`src/rtl/irqc_pkg.sv`:
```
package irqc_pkg;

    parameter int unsigned WORD_W     = 32;
    parameter int unsigned LVL_W      = 4;
    parameter int unsigned NLVL       = 16;
    parameter int unsigned ADDR_W     = 16;
    parameter int unsigned PAGE_SHIFT = 12;
    parameter int unsigned PAGE_W     = ADDR_W - PAGE_SHIFT;

    // device line positions that exist
    parameter logic [WORD_W-1:0] DEV_VALID = 32'h707F_FF80;
    parameter int unsigned MASK_ALL_BIT = 31;
    parameter int unsigned SOFT_BASE    = 16;
    parameter int unsigned PROF_BIT     = 14;
    parameter logic [LVL_W-1:0] PROF_LVL = 4'd14;

    // offsets inside a processor page
    parameter logic [PAGE_SHIFT-1:0] OFS_CPU_PEND = 12'h000;
    parameter logic [PAGE_SHIFT-1:0] OFS_CPU_CLR  = 12'h004;
    parameter logic [PAGE_SHIFT-1:0] OFS_CPU_SET  = 12'h008;
    // offsets inside the system page
    parameter logic [PAGE_SHIFT-1:0] OFS_SYS_PEND = 12'h000;
    parameter logic [PAGE_SHIFT-1:0] OFS_SYS_MASK = 12'h004;
    parameter logic [PAGE_SHIFT-1:0] OFS_SYS_ENA  = 12'h008;
    parameter logic [PAGE_SHIFT-1:0] OFS_SYS_DIS  = 12'h00C;
    parameter logic [PAGE_SHIFT-1:0] OFS_SYS_TGT  = 12'h010;

    typedef enum logic [2:0] {
        WR_NONE,
        WR_CPU_CLR,
        WR_CPU_SET,
        WR_SYS_ENA,
        WR_SYS_DIS,
        WR_SYS_TGT
    } wr_kind_e;

    typedef struct packed {
        wr_kind_e          kind;
        logic [PAGE_W-1:0] page;
    } wr_dec_t;

    // fixed level of a device line, 0 when the line requests nothing
    function automatic logic [LVL_W-1:0] src_level(input int unsigned b);
        logic [LVL_W-1:0] l;
        case (b)
            7:       l = 4'd2;
            8:       l = 4'd3;
            9:       l = 4'd5;
            10:      l = 4'd7;
            11:      l = 4'd9;
            12:      l = 4'd11;
            13:      l = 4'd13;
            14, 15:  l = 4'd12;
            16:      l = 4'd6;
            17:      l = 4'd13;
            18:      l = 4'd4;
            19:      l = 4'd10;
            20:      l = 4'd8;
            22:      l = 4'd11;
            30:      l = 4'd9;
            default: l = 4'd0;
        endcase
        return l;
    endfunction

    // highest set request among levels 1..15
    function automatic logic [LVL_W-1:0] top_level(input logic [NLVL-1:0] req);
        logic [LVL_W-1:0] r;
        r = '0;
        for (int l = 1; l < NLVL; l++) begin
            if (req[l]) r = LVL_W'(l);
        end
        return r;
    endfunction

endpackage

```
`src/rtl/irqc_sync.sv`:
```
module irqc_sync #(
    parameter int unsigned W = 1
) (
    input  logic         clk,
    input  logic         rst,
    input  logic [W-1:0] d,
    output logic [W-1:0] q
);
    logic [W-1:0] meta_q;

    always_ff @(posedge clk) begin
        if (rst) begin
            meta_q <= '0;
            q      <= '0;
        end else begin
            meta_q <= d;
            q      <= meta_q;
        end
    end
endmodule

```
`src/rtl/irqc_level_fold.sv`:
```
module irqc_level_fold
    import irqc_pkg::*;
(
    input  logic [WORD_W-1:0] enabled,
    output logic [NLVL-1:0]   req
);
    // OR each enabled line into the request bit of its level
    always_comb begin
        req = '0;
        for (int unsigned b = 0; b < WORD_W; b++) begin
            if (DEV_VALID[b] && enabled[b]) req[src_level(b)] = 1'b1;
        end
        req[0] = 1'b0;
    end
endmodule

```
`src/rtl/irqc_sys_regs.sv`:
```
module irqc_sys_regs
    import irqc_pkg::*;
#(
    parameter int unsigned TGT_W = 2
) (
    input  logic              clk,
    input  logic              rst,
    input  wr_kind_e          wr_kind,
    input  logic [WORD_W-1:0] wdata,
    output logic [WORD_W-1:0] mask_q,
    output logic [TGT_W-1:0]  tgt_q
);
    always_ff @(posedge clk) begin
        if (rst) begin
            mask_q <= '1;
            tgt_q  <= '0;
        end else begin
            case (wr_kind)
                WR_SYS_DIS: mask_q <= mask_q | wdata;
                WR_SYS_ENA: mask_q <= mask_q & ~wdata;
                WR_SYS_TGT: tgt_q  <= wdata[TGT_W-1:0];
                default: ;
            endcase
        end
    end
endmodule

```
`src/rtl/irqc_cpu_port.sv`:
```
module irqc_cpu_port
    import irqc_pkg::*;
(
    input  logic             clk,
    input  logic             rst,
    input  logic             set_stb,
    input  logic             clr_stb,
    input  logic [NLVL-1:0]  wbits,
    input  logic             prof,
    input  logic             is_tgt,
    input  logic [NLVL-1:0]  sys_req,
    output logic [NLVL-1:0]  soft_q,
    output logic [LVL_W-1:0] level_q
);
    logic [NLVL-1:0] req;

    always_ff @(posedge clk) begin
        if (rst) begin
            soft_q <= '0;
        end else if (set_stb) begin
            soft_q <= soft_q | wbits;
        end else if (clr_stb) begin
            soft_q <= soft_q & ~wbits;
        end
    end

    always_comb begin
        req = soft_q | (is_tgt ? sys_req : '0);
        req[PROF_LVL] = req[PROF_LVL] | prof;
    end

    always_ff @(posedge clk) begin
        if (rst) level_q <= '0;
        else     level_q <= top_level(req);
    end
endmodule

```
`src/rtl/irqc_mp_top.sv`:
```
module irqc_mp_top
    import irqc_pkg::*;
#(
    parameter int unsigned NCPU = 4
) (
    input  logic                   clk,
    input  logic                   rst,
    input  logic                   bus_we,
    input  logic [ADDR_W-1:0]      bus_addr,
    input  logic [WORD_W-1:0]      bus_wdata,
    output logic [WORD_W-1:0]      bus_rdata,
    input  logic [WORD_W-1:0]      dev_irq,
    input  logic [NCPU-1:0]        prof_irq,
    output logic [NCPU*LVL_W-1:0]  cpu_level
);
    localparam int unsigned TGT_W = (NCPU > 1) ? $clog2(NCPU) : 1;
    localparam logic [PAGE_W-1:0] SYS_PAGE = PAGE_W'(NCPU);

    logic [PAGE_W-1:0]     page;
    logic [PAGE_SHIFT-1:0] ofs;
    wr_dec_t               wdec;
    logic [WORD_W-1:0]     dev_s;
    logic [WORD_W-1:0]     dev_pend;
    logic [NCPU-1:0]       prof_s;
    logic [WORD_W-1:0]     sys_mask;
    logic [TGT_W-1:0]      tgt_sel;
    logic [WORD_W-1:0]     sys_en;
    logic [NLVL-1:0]       sys_req;
    logic [NCPU*NLVL-1:0]  soft_flat;

    assign page = bus_addr[ADDR_W-1:PAGE_SHIFT];
    assign ofs  = bus_addr[PAGE_SHIFT-1:0];

    // write decode
    always_comb begin
        wdec.page = page;
        wdec.kind = WR_NONE;
        if (bus_we) begin
            if (page == SYS_PAGE) begin
                case (ofs)
                    OFS_SYS_ENA: wdec.kind = WR_SYS_ENA;
                    OFS_SYS_DIS: wdec.kind = WR_SYS_DIS;
                    OFS_SYS_TGT: wdec.kind = WR_SYS_TGT;
                    default:     wdec.kind = WR_NONE;
                endcase
            end else if (page < SYS_PAGE) begin
                case (ofs)
                    OFS_CPU_CLR: wdec.kind = WR_CPU_CLR;
                    OFS_CPU_SET: wdec.kind = WR_CPU_SET;
                    default:     wdec.kind = WR_NONE;
                endcase
            end
        end
    end

    irqc_sync #(.W(WORD_W)) u_dev_sync (
        .clk(clk), .rst(rst), .d(dev_irq), .q(dev_s)
    );

    irqc_sync #(.W(NCPU)) u_prof_sync (
        .clk(clk), .rst(rst), .d(prof_irq), .q(prof_s)
    );

    assign dev_pend = dev_s & DEV_VALID;

    irqc_sys_regs #(.TGT_W(TGT_W)) u_sys (
        .clk(clk), .rst(rst), .wr_kind(wdec.kind), .wdata(bus_wdata),
        .mask_q(sys_mask), .tgt_q(tgt_sel)
    );

    assign sys_en = dev_pend & ~sys_mask & {WORD_W{~sys_mask[MASK_ALL_BIT]}};

    irqc_level_fold u_fold (
        .enabled(sys_en), .req(sys_req)
    );

    for (genvar c = 0; c < NCPU; c++) begin : g_cpu
        logic [NLVL-1:0]  soft_c;
        logic [LVL_W-1:0] lvl_c;

        irqc_cpu_port u_port (
            .clk     (clk),
            .rst     (rst),
            .set_stb (wdec.kind == WR_CPU_SET && wdec.page == PAGE_W'(c)),
            .clr_stb (wdec.kind == WR_CPU_CLR && wdec.page == PAGE_W'(c)),
            .wbits   (bus_wdata[WORD_W-1:SOFT_BASE]),
            .prof    (prof_s[c]),
            .is_tgt  (tgt_sel == TGT_W'(c)),
            .sys_req (sys_req),
            .soft_q  (soft_c),
            .level_q (lvl_c)
        );

        assign soft_flat[c*NLVL +: NLVL]  = soft_c;
        assign cpu_level[c*LVL_W +: LVL_W] = lvl_c;
    end

    // read mux
    always_comb begin
        bus_rdata = '0;
        if (page == SYS_PAGE) begin
            case (ofs)
                OFS_SYS_PEND: bus_rdata = dev_pend;
                OFS_SYS_MASK: bus_rdata = sys_mask;
                OFS_SYS_TGT:  bus_rdata = WORD_W'(tgt_sel);
                default:      bus_rdata = '0;
            endcase
        end else begin
            for (int c = 0; c < NCPU; c++) begin
                if (page == PAGE_W'(c) && ofs == OFS_CPU_PEND) begin
                    bus_rdata[WORD_W-1:SOFT_BASE] = soft_flat[c*NLVL +: NLVL];
                    bus_rdata[PROF_BIT]           = prof_s[c];
                end
            end
        end
    end
endmodule

```
`config.mk`:
```
export PLATFORM = sky130hd
export DESIGN_NAME = irqc_mp_top
export DESIGN_NICKNAME = d
export VERILOG_FILES = /design/src/rtl/irqc_pkg.sv /design/src/rtl/irqc_sync.sv /design/src/rtl/irqc_level_fold.sv /design/src/rtl/irqc_sys_regs.sv /design/src/rtl/irqc_cpu_port.sv /design/src/rtl/irqc_mp_top.sv
export SDC_FILE = /design/constraint.sdc
export NUM_CORES = 1
export LEC_CHECK = 0
export BUFFER_PORTS_ARGS = -buffer_cell sky130_fd_sc_hd__buf_2
export CORE_MARGIN = 2
export CORE_UTILIZATION = 35
export DETAILED_ROUTE_END_ITERATION = 8
export PLACE_DENSITY = 0.64
export SLEW_MARGIN = 0
export SYNTH_ARGS = -nofsm -noshare
export SYNTH_HDL_FRONTEND = slang
export SYNTH_SLANG_ARGS = --single-unit
```
`constraint.sdc`:
```
create_clock -name clk -period 2 [get_ports clk]
set_input_delay 0.3 -clock clk [delete_from_list [all_inputs] [get_ports clk]]
set_output_delay 0.3 -clock clk [all_outputs]
set_load 0.02 [all_outputs]
```
# ---- Word-level counts from Yosys, hierarchy flattened
# Cells that the tools add are included.
dict set report classes {
  n_eq_ne 16
  n_bitwise 42
  n_lt_le_gt_ge 39
  reduce_logical 39
  n_mux 167
}
# op n
set op_table {}
lappend op_table {{two-way mux 16 bit} 36}
lappend op_table {{bitwise OR 16 bit} 26}
lappend op_table {{two-way mux 4 bit} 51}
lappend op_table {{one-hot mux 32 bit (3 select lines)} 1}
lappend op_table {{less-than comparator 4 x 5 -> 1 bit, second input constant} 19}
lappend op_table {{demux 1 bit (select 4 bit)} 19}
lappend op_table {{greater-or-equal comparator 4 x 1 -> 1 bit, second input constant} 19}
lappend op_table {{bitwise AND 16 bit} 4}
lappend op_table {{one-hot mux 32 bit (2 select lines)} 1}
lappend op_table {{bitwise AND 31 bit} 2}
lappend op_table {{two-way mux 3 bit} 18}
lappend op_table {{bitwise AND 32 bit} 1}
lappend op_table {{NOT 32 bit} 1}
lappend op_table {{bitwise OR 32 bit} 1}
lappend op_table {{logical AND 1 bit} 31}
lappend op_table {{NOT 31 bit} 1}
lappend op_table {{two-way mux 1 bit} 29}
lappend op_table {{== test 12 x 4 -> 1 bit, second input constant} 2}
lappend op_table {{two-way mux 2 bit} 9}
lappend op_table {{NOT 16 bit} 1}
lappend op_table {{two-way mux 14 bit} 1}
lappend op_table {{== test 12 x 3 -> 1 bit, second input constant} 1}
lappend op_table {{== test 12 x 5 -> 1 bit, second input constant} 1}
lappend op_table {{logical NOT 12 bit} 1}
lappend op_table {{other kinds (16)} 27}
dict set report totals {
  register_bits 184
  out_inout_bits 48
}

# ---- Longest topological paths before layout
dict set report depth {
  word_depth 62
  mapped_depth 7
  mapped_depth_nobuf 5
}

# ---- Hierarchy
# Synthesis repeated with hierarchy kept, for this count alone.
dict set report hier_totals {
  hier_cells 1063
  hier_area_um2 9455.3
}
# mod n_inst area_each_um2 cells_per_inst
set by_module_without_submodules {}
lappend by_module_without_submodules {irqc_cpu_port 4 968.4 128}
lappend by_module_without_submodules {irqc_sys_regs 1 1998.2 194}
lappend by_module_without_submodules {{irqc_sync at u_dev_sync} 1 1918.1 135}
lappend by_module_without_submodules {irqc_mp_top 1 1336.3 189}
lappend by_module_without_submodules {{irqc_sync at u_prof_sync} 1 210.2 16}
lappend by_module_without_submodules {irqc_level_fold 1 118.9 17}

# ---- Worst setup path after synthesis
# No wires, ideal clock.
dict set report synth_path {
  kind {input -> output}
  start {in bus_addr[9]}
  end {out bus_rdata[16]}
  setup_slack_ns -0.219
  t_required_ns 1.700
  t_arrival_ns 1.919
  path_buffers 1
  path_stages 6
  path_cell_list {nor4_4 nand4b_1 nor3_2 clkbuf_1 nand3_1 o211ai_1}
}
dict set report synth_via {
  elab_chain_cells 7
  elab_cells_between_ends 13
}
# item line_no
set synth_lines {}
lappend synth_lines {{start, declared} irqc_mp_top.sv:9} ;# input logic [ADDR_W-1:0] bus_addr,
lappend synth_lines {{logical NOT 12 bit} {irqc_mp_top.sv:102, irqc_mp_top.sv:110}}
lappend synth_lines {{logical AND 1 bit} irqc_mp_top.sv:110} ;# if (page == PAGE_W'(c) && ofs == OFS_CPU_PEND) begin
lappend synth_lines {{two-way mux 16 bit (4 in a row)} irqc_mp_top.sv:110}
lappend synth_lines {{two-way mux 16 bit *} irqc_mp_top.sv:101} ;# if (page == SYS_PAGE) begin
lappend synth_lines {{end, declared} irqc_mp_top.sv:11} ;# output logic [WORD_W-1:0] bus_rdata,
# Every way passes the cells marked *; elsewhere a longest branch is shown, timed or not.

# ---- Final worst setup path
dict set report layout_path {
  start {in bus_addr[8]}
  end {out bus_rdata[30]}
}
# Same word-level chain as after synthesis.

==> impl_metrics.py <==
metrics = {
    "yosys": {
        "synthFlopType": "dfxtp_1",
        "synth-seq-cells": 160,
        "synth_area_leaders": "dfxtp_1 (41%), a21oi_1 (7.4%), a21o_1 (6.5%)",
        "syn_nets": 1020,
        "synth_top_cell_by_area": "dfxtp_1",
        "synthCells": 933,
        "synth-edff-count": 0,
        "yosysTopAreaCellShare_pct": 41.0,
        "synthesis.area_um2": 7810,
        "avgSynthCellArea_um2": 8.38,
        "ys_async_sr_fraction_pct": 0,
        "ys_types": 56,
        "ys_seq_area_share_pct": 41.0,
        "ys_warn_count": 0,
    },
    "hold_path": {
        "hp-class": "in -> reg",
        "hold_path_depth": 2,
    },
    "worst_setup_path": {
        "r2r_cells": 7,
        "critPathLaunchType": "input port",
        "crit_family": "simple AND/OR/NAND/NOR gates",
        "crit_type": "in -> out",
        "arrival_ns": 1.92,
        "worstSetupPathDepth": 7,
        "cp-end-kind": "primary output",
        "slowest_delay_ns": 0.34,
        "cp.required_ns": 1.70,
        "crit_top_cell": "buf_4",
        "crit_path_top_delay_cell": "or3_1",
        "crit_chain": "buf_6 -> nor4_4 -> nand4b_1 -> or3_1 -> buf_4 -> o211ai_1 -> buf_4",
        "worstPathMaxFanout": 11,
        "critPathBufInv": 3,
    },
    "layout": {
        "fin_nets": 1211,
        "fin_area_um2": 10800,
        "final_cells": 1417,
        "n_antenna_cell": 0,
        "layout-drive-gt1-share_pct": 33.7,
        "area_delta_synth_final_pct": 38.1,
    },
    "clocking": {
        "cts.sinks": 160,
        "clk_path_buf_depth": 2,
        "clk_pin_slew_ns": 0.07,
        "cts_buffers": 17,
        "htreeDepth": 4,
        "clk_latency_ns": 0.45,
        "ctsHoldBuffers": 0,
        "tritoncts": "yes",
        "root_buffer": "clkbuf_16",
    },
    "placement": {
        "gp_congestion": 0.937,
        "portBuffers": 121,
        "postPlaceCellArea_um2": 9650,
        "placedCellCount": 1377,
        "dp_hpwl_um": 20300,
    },
    "floorplan": {
        "num_io_pins": 135,
        "core_um2": 21900,
        "die-area_um2": 23500,
        "rows": 54,
        "die_h_um": 153,
        "start_util_pct": 35.7,
        "die_w_um": 153,
    },
    "grt": {
        "overflow": 0,
        "grt_use_total_pct": 23.3,
        "grt_pass1_vias": 7601,
        "grt_pass1_wl_um": 43000,
        "antenna_found_initial": 0,
        "grt_max_degree": 81,
    },
    "power": {
        "p_per_area_nw_per_um2": 646,
        "peakVddDrop_mv": 0.508,
        "p_leak_nw": 4.83,
    },
    "route": {
        "drtPass1Iterations": 5,
        "wirelength_um": 27800,
        "ant_nets": 0,
        "route.detailed.drc": 0,
        "wl_per_cell_um": 19.6,
        "num_vias": 8005,
        "first_iter_violations": 638,
        "via_per_inst": 5.65,
    },
    "timing": {
        "fin_worst_skew_ns": 0.00754,
        "rsz0062_at_grt": "yes",
        "setup_slack_ns": -0.218,
        "hold_viol": 0,
        "period_share_pct": 111,
        "fmax_mhz": 451,
        "slew_headroom_pct": 64.5,
        "slew_violations": 0,
        "worst_pin_slew_ns": 0.533,
        "finalCriticalPeriod_ns": 2.22,
        "setup_viol": 33,
        "tns_ns": -4.14,
    },
    "run_status": {
        "status": "finished with violations",
        "failed_checks": "setup timing",
    },
    "run": {
        "drv_cap": 0,
    },
}
## per-layer routing
metal	vias to the layer above	track usage, %	part of all wire, %
met3	53	4.45	7.5
met2	343	35.7	45
li1	3808	-	-
met5	-	1.04	0
met4	0	9.57	2.9
met1	3801	32.1	45
## Yosys cell counts, types with 13 or more instances
master    number
a211oi_1      45
a21o_1        68
a21oi_1      116
a22oi_1       16
clkbuf_1      58
dfxtp_1      160
mux2i_1       13
nand2_1       99
nand3_1       13
nor2_1        59
nor2b_1       60
o21ai_0       19
o221ai_1      13
## per-stage QoR
stage	power, mW	setup slack (ns)	utilization (%)	hold WS [ns]
2_1_floorplan	3.54	-0.165	-	0.392
3_3_place_gp	3.76	-0.295	44.1	0.417
3_5_place_dp	3.77	-0.309	44.1	0.423
4_1_cts	7.01	-0.245	48.6	0.0229
5_1_grt	7.18	-0.277	49.3	0.0422
6_report	6.97	-0.218	49.3	0.0335
## repair_timing
| action | 4_1_cts | 5_1_grt |
|---|---|---|
| cloned | 2 | 0 |
| setup endpoints to repair | 44 | 43 |
| pin swaps | 24 | 20 |
| resized for setup | 103 | 36 |
| buffers inserted | 5 | 3 |
## final cells by class
cell class              count  area (µm²)
well taps                 280         350
multi-input cells         690        4660
flip-flops and latches    160        3210
clock inverters            15         165
fillers                  2107       11100
clock buffers              17         425
inverters                  10        37.5
repair buffers            245        1940
## path summary, 6_finish.rpt
check	start	slack, ns	end
min reg2reg	u_dev_sync.meta_q[19]	0.44	u_dev_sync.q[19]
min	bus_wdata[15]	0.03	register
max	bus_addr[8]	-0.22	bus_rdata[30]
max reg2reg	u_sys.tgt_q[0]	-0.03	g_cpu[0].u_port.level_q[0]
## power by group
group	switching (mW)	total, mW	leakage [nW]	internal (mW)
clock	1.58	3.25	0.280	1.68
combinational	0.283	0.464	3.25	0.181
sequential	0.0208	3.25	1.30	3.23
total	1.88	6.97	4.83	5.09
## cells by family after synthesis
logic type      after synthesis  synth area share, %
flops                       160                 41.0
mux                          19                 2.53
buf+inv                      83                 4.26
simple gates                317                 21.5
compound gates              354                 30.7
## layout by cell type, fill, tap and decap left out, types with 6 or more instances in the layout
master     instances
a211oi_1          43
nor4_1             8
inv_8              6
o21ai_2            6
a22oi_2           11
nand2b_1          10
inv_1              9
dfxtp_1          156
a21o_1            68
buf_6             33
nand2_2            6
nor2b_1           56
o31ai_1           11
mux2_2             6
o211ai_1          10
o221ai_1          11
clkbuf_16         17
or3_1              7
nand3_1           13
o21ai_0           13
buf_4            110
a21oi_1          115
nand2_1           91
nor2_4             8
mux2i_1           13
buf_2             86
a22o_1             6
a221oi_1           7
or2_2              9
buf_12            15
nor2_1            48
o22ai_1            7
a211o_1           10
nor3_1             9
(Power assumes the default switching activity.)
